$ cat src/rtl/arb_pkg.sv
package arb_pkg;

  typedef enum logic [1:0] {
    PH_OWN  = 2'd0,
    PH_TURN = 2'd1,
    PH_HOST = 2'd2
  } arb_phase_e;

endpackage

$ cat src/rtl/arb_rst_sync.sv
module arb_rst_sync #(
  parameter int STAGES = 2
) (
  input  logic clk,
  input  logic rst_n,
  output logic rst_n_sync
);

  logic [STAGES-1:0] chain;

  always_ff @(posedge clk or negedge rst_n) begin
    if (!rst_n) begin
      chain <= '0;
    end else begin
      chain <= {chain[STAGES-2:0], 1'b1};
    end
  end

  assign rst_n_sync = chain[STAGES-1];

endmodule

$ cat src/rtl/arb_pick.sv
module arb_pick #(
  parameter int N_AGENTS = 6,
  localparam int IDW = $clog2(N_AGENTS + 1)
) (
  input  logic [N_AGENTS-1:0] req,
  input  logic [IDW-1:0]      last_id,
  input  logic                rotate,
  output logic [IDW-1:0]      win_id,
  output logic                win_valid
);

  // Scan starts at index 'base'. Fixed mode: base 0 (agent 1).
  // Rotating mode: base is the index just above the releasing agent.
  always_comb begin
    int base;
    int idx;
    win_id    = '0;
    win_valid = 1'b0;
    base      = rotate ? int'(last_id) : 0;
    if (base >= N_AGENTS) base = base - N_AGENTS;
    for (int k = 0; k < N_AGENTS; k++) begin
      idx = base + k;
      if (idx >= N_AGENTS) idx = idx - N_AGENTS;
      if (!win_valid && req[idx]) begin
        win_valid = 1'b1;
        win_id    = IDW'(idx + 1);
      end
    end
  end

endmodule

$ cat src/rtl/arb_ctrl.sv
module arb_ctrl
  import arb_pkg::*;
#(
  parameter int N_AGENTS = 6,
  localparam int IDW = $clog2(N_AGENTS + 1)
) (
  input  logic                clk,
  input  logic                rst_n,
  input  logic [N_AGENTS-1:0] req,
  input  logic                lock,
  input  logic                host_req,
  input  logic                host_cs,
  input  logic [IDW-1:0]      win_id,
  input  logic                win_valid,
  output arb_phase_e          phase,
  output logic [IDW-1:0]      owner
);

  arb_phase_e     phase_nx;
  logic [IDW-1:0] owner_nx;
  logic [IDW-1:0] pend, pend_nx;
  logic           owner_req;
  logic           state_en;

  always_comb begin
    owner_req = 1'b0;
    for (int i = 0; i < N_AGENTS; i++) begin
      if (owner == IDW'(i + 1)) owner_req = req[i];
    end
  end

  always_comb begin
    phase_nx = phase;
    owner_nx = owner;
    pend_nx  = pend;
    unique case (phase)
      PH_OWN: begin
        if (!lock && !owner_req) begin
          if (host_req) begin
            phase_nx = PH_HOST;
          end else if (win_valid) begin
            phase_nx = PH_TURN;
            pend_nx  = win_id;
          end
        end
      end
      PH_TURN: begin
        phase_nx = PH_OWN;
        owner_nx = pend;
      end
      PH_HOST: begin
        if (!host_req && !host_cs) phase_nx = PH_OWN;
      end
      default: phase_nx = PH_OWN;
    endcase
  end

  assign state_en = (phase_nx != phase) || (owner_nx != owner) || (pend_nx != pend);

  always_ff @(posedge clk or negedge rst_n) begin
    if (!rst_n) begin
      phase <= PH_OWN;
      owner <= IDW'(1);
      pend  <= IDW'(1);
    end else if (state_en) begin
      phase <= phase_nx;
      owner <= owner_nx;
      pend  <= pend_nx;
    end
  end

endmodule

$ cat src/rtl/mp_bus_arbiter.sv
module mp_bus_arbiter
  import arb_pkg::*;
#(
  parameter int N_AGENTS = 6,
  localparam int IDW = $clog2(N_AGENTS + 1)
) (
  input  logic                clk,
  input  logic                rst_n,
  input  logic [IDW-1:0]      my_id,
  input  logic [N_AGENTS-1:0] bus_req,
  input  logic                rotate_mode,
  input  logic                lock,
  input  logic                host_req,
  input  logic                host_cs,
  output logic                my_grant,
  output logic [IDW-1:0]      master_id,
  output logic                host_grant
);

  logic           rst_n_int;
  arb_phase_e     phase;
  logic [IDW-1:0] owner;
  logic [IDW-1:0] win_id;
  logic           win_valid;

  arb_rst_sync #(.STAGES(2)) u_rst (
    .clk        (clk),
    .rst_n      (rst_n),
    .rst_n_sync (rst_n_int)
  );

  arb_pick #(.N_AGENTS(N_AGENTS)) u_pick (
    .req       (bus_req),
    .last_id   (owner),
    .rotate    (rotate_mode),
    .win_id    (win_id),
    .win_valid (win_valid)
  );

  arb_ctrl #(.N_AGENTS(N_AGENTS)) u_ctrl (
    .clk       (clk),
    .rst_n     (rst_n_int),
    .req       (bus_req),
    .lock      (lock),
    .host_req  (host_req),
    .host_cs   (host_cs),
    .win_id    (win_id),
    .win_valid (win_valid),
    .phase     (phase),
    .owner     (owner)
  );

  assign master_id  = (phase == PH_OWN) ? owner : '0;
  assign host_grant = (phase == PH_HOST);
  assign my_grant   = (phase == PH_OWN) && (owner == my_id);

endmodule

$ cat config.mk
export PLATFORM = sky130hd
export DESIGN_NAME = mp_bus_arbiter
export DESIGN_NICKNAME = d
export VERILOG_FILES = /design/src/rtl/arb_pkg.sv /design/src/rtl/arb_rst_sync.sv /design/src/rtl/arb_pick.sv /design/src/rtl/arb_ctrl.sv /design/src/rtl/mp_bus_arbiter.sv
export SDC_FILE = /design/constraint.sdc
export NUM_CORES = 1
export LEC_CHECK = 0
export BUFFER_PORTS_ARGS = -buffer_cell sky130_fd_sc_hd__buf_4
export CAP_MARGIN = 20
export CORE_ASPECT_RATIO = 0.9
export CORE_MARGIN = 2
export CORE_UTILIZATION = 30
export DETAILED_ROUTE_END_ITERATION = 6
export GPL_TIMING_DRIVEN = 0
export MAX_ROUTING_LAYER = met4
export PLACE_DENSITY = 0.56
export SYNTH_ARGS = -nofsm -noshare
export SYNTH_HDL_FRONTEND = slang
export SYNTH_SLANG_ARGS = --single-unit
$ cat constraint.sdc
create_clock -name clk -period 1.4 [get_ports clk]
set_input_delay 0.14 -clock clk [delete_from_list [all_inputs] [get_ports clk]]
set_output_delay 0.14 -clock clk [all_outputs]
set_load 0.1 [all_outputs]
==> impl_metrics.ini <==
[finish]
area_delta_synth_final_pct = 48.6
regArea_sq_um = 255
n_fill_cell = 641
layout-drive-gt1-share_pct = 43.1
antenna_cells = 0
multi_input_area_sq_um = 2000
nNetsFinal = 342

[power]
power_uw = 7300
sw_frac_of_total_pct = 51.9
internal_power_uw = 3510
power.density_nw_per_um2 = 2470
pwr-share-comb_pct = 88.7
leakagePower_uw = 0.00122
clockPowerShare_pct = 4.0
p_sw_uw = 3780
power_frac_seq_pct = 7.4
peakVddDrop_v = 0.00186

[timing]
worstMarginPinSlew_ns = 0.661
relSlewSlack_pct = 55.8
fin_ws_ns = -2.40
finalCriticalPeriod_ns = 3.80
fin_skew_ns = 0.00280
rsz0062_at_grt = yes
final_max_slew_viol_count = 0
tns_ns = -10.70
min_period_over_period_pct = 272
setup_viol = 8
finalHoldViolations = 0
timing.fmax_mhz = 263

[setup_path]
r2r_cells = 18
path_max_fanout = 7
startpoint_type = register
path_depth = 18
path_buf_inv = 3
cp_slowest_cell = dfrtp_2
critPathKind = register to register
cp_cell_sequence = nand2_8 > inv_4 > ha_4 > and3b_1 > a21o_4 > ha_4 > buf_6 > o21ai_4 > ha_4 > nor4bb_4 > nand4_1 > o41ai_4 > buf_4 > mux2_4 > and3_4 > a41oi_4 > o21ai_2 > o22a_1
max_stage_delay_ns = 0.45
cp_common_cell = ha_4
end_kind = register
crit_required_ns = 1.52
critical_path_arrival_ns = 3.92
crit_family = compound AO/OA/AOI/OAI gates

[logic_synthesis]
ys_types = 64
yosysTopAreaCell = ha_1
synth.top_cell.area_share_pct = 21.4
synth_common_cells = ha_1, nor2_1, a21oi_1, nand2_1, o21ai_0
yosysWarnings = 0
synth_edf_count = 0
synthTopCellsByArea = ha_1, dfrtp_1, a21oi_1
yosysMostFrequentCell = ha_1
syn-mean-instance-area_sq_um = 8.38
ys_seq_area_share_pct = 12.7
syn_area_sq_um = 1990
synth_seq_cells = 10
synthFlopType = dfrtp_1
netlist_instances = 237
ys_async_sr_fraction_pct = 100

[die]
dieArea_sq_um = 7290
die_w_um = 89.8
initial_core_util_pct = 30.7
die_h_um = 81.2
row_count = 28
ios = 20
coreArea_sq_um = 6480

[clock_network]
clkLatencyLatePin_ns = 0.23
numCtsBuffers = 3
h-tree-depth = 1
cts_tree = built
cts.sinks = 10
cts_buffer_depth = 2
clk_pin_slew_ns = 0.04
root_buffer = clkbuf_8

[placement]
pre_cts_ws_ns = -3.06
gp_congestion = 0.793
io_buffers = 18
dp_hpwl_mm = 3.82

[outcome]
violations = setup timing
status = complete, but fails checks

[detailed_routing]
finalWirelength_mm = 5.40
vias = 1910
vias_per_cell = 5.03
drc = 0
routedWlPerCell_um = 14.2
drt_iter0_markers = 57
ant_nets = 0
drt-pass1-iter-count = 4

[flow_run]
cap_viol_max_count = 0

[global_routing]
grt-ovfl-total = 0
grt_pass1_vias = 1808
grt.total_usage_pct = 15.4
antenna_found_initial = 0
grt_max_degree = 15
grt_pass1_wl_mm = 8.98

[worst_hold_path]
hold_path_class = register to async pin
path summary, 6_finish.rpt:
check	startpoint	to	slack [ns]
setup / recovery	u_ctrl.owner[1]$_DFFE_PN0P_	u_ctrl.pend[2]$_DFFE_PN0P_	-2.40
hold / removal	u_rst.chain[1]$_DFF_PN0_	u_ctrl.phase[0]$_DFFE_PN0P_	0.12
setup reg to reg	u_ctrl.owner[1]$_DFFE_PN0P_	u_ctrl.pend[2]$_DFFE_PN0P_	-2.40
hold reg to reg	u_rst.chain[1]$_DFF_PN0_	u_ctrl.phase[0]$_DFFE_PN0P_	0.12
max in group asynchronous	u_rst.chain[1]$_DFF_PN0_	u_ctrl.owner[0]$_DFFE_PN1P_	0.99
min in group clk	host_req	u_ctrl.phase[1]$_DFFE_PN0P_	0.15
state kept, by name, summed over array words and instances (netlist names):
| signal | flops |
|---|---|
| u_ctrl.owner | 3 |
| u_rst.chain | 2 |
| u_ctrl.pend | 3 |
| u_ctrl.phase | 2 |
worst reg2reg max path, cell delays in order (launching register included):
cell      delay (ns)
dfrtp_2         0.45
nand2_8         0.09
inv_4           0.04
ha_4            0.17
and3b_1         0.23
a21o_4          0.18
ha_4            0.19
buf_6           0.11
o21ai_4         0.07
ha_4            0.28
nor4bb_4        0.27
nand4_1         0.17
o41ai_4         0.22
buf_4           0.19
mux2_4          0.30
and3_4          0.16
a41oi_4         0.32
o21ai_2         0.09
o22a_1          0.16
cell type report:
class / instances / area share (%)
Clock buffer: 3 / 1.40
Sequential cell: 10 / 8.64
Inverter: 11 / 1.91
Buffer: 7 / 2.16
Timing Repair Buffer: 48 / 14.2
Tap cell: 90 / 3.81
Multi-Input combinational cell: 211 / 67.9
per-layer routing:
| metal | routed length (um) | track usage, % | vias up |
|---|---|---|---|
| met5 | 0 | - | - |
| met4 | 41 | 2.00 | 0 |
| met3 | 270 | 1.67 | 4 |
| met2 | 2320 | 23.5 | 55 |
| met1 | 2760 | 22.5 | 873 |
| li1 | - | - | 978 |
power groups by stage:
stage,Clock (uW),Combinational [uW],Sequential [uW]
after CTS,298,6080,489
after floorplan,0,4350,467
after detailed placement,0,5260,486
final,289,6470,537
after global placement,0,5230,489
after global routing,316,7030,556
placed cells by master (no fill, tap or decap), types with 3 or more instances in the layout:
master and n:
nor2b_1 3, mux2_2 3, buf_6 8, o21ai_0 11, ha_1 24, nor3_1 4, nand3_1 6, clkbuf_8 4
ha_2 3, buf_12 3, xnor2_1 5, o21ai_1 3, conb_1 4, or2_2 3, buf_4 40, nor2_4 3
and3_1 5, nor3_4 3, inv_4 4, a21boi_0 3, nand2_1 11, nor2_1 14, dfrtp_1 6, mux2i_1 7
inv_1 6, xor2_1 6, a21oi_1 12, ha_4 7
kinds of logic after synthesis:
kind of cell    share of synthesized area (%)
compound gates                           21.2
xor+xnor                                 6.93
fa+ha+maj                                22.4
buf+inv                                  4.60
flops                                    12.7
mux                                      6.36
other cells                             0.189
simple gates                             25.6
stage by stage:
stage	std cells	instance area [sq um]	hold slack (ns)	util (%)
5_1_grt	380	2950	0.158	45.6
4_1_cts	369	2760	0.135	42.5
3_3_place_gp	348	2430	-0.0754	37.5
3_5_place_dp	348	2430	-0.0748	37.5
6_report	380	2950	0.120	45.6
2_1_floorplan	240	2190	-0.156	-
repair_timing:
action / CTS / global route
setup endpoints to repair: 9 / 9
hold endpoints to repair: 2 / 0
setup buffers: 16 / 13
resized for setup: 34 / 30
hold buffers: 1 / 0
pin swaps: 16 / 19
cloned: 1 / 0
Note: power is estimated with default switching activity, not from simulation.
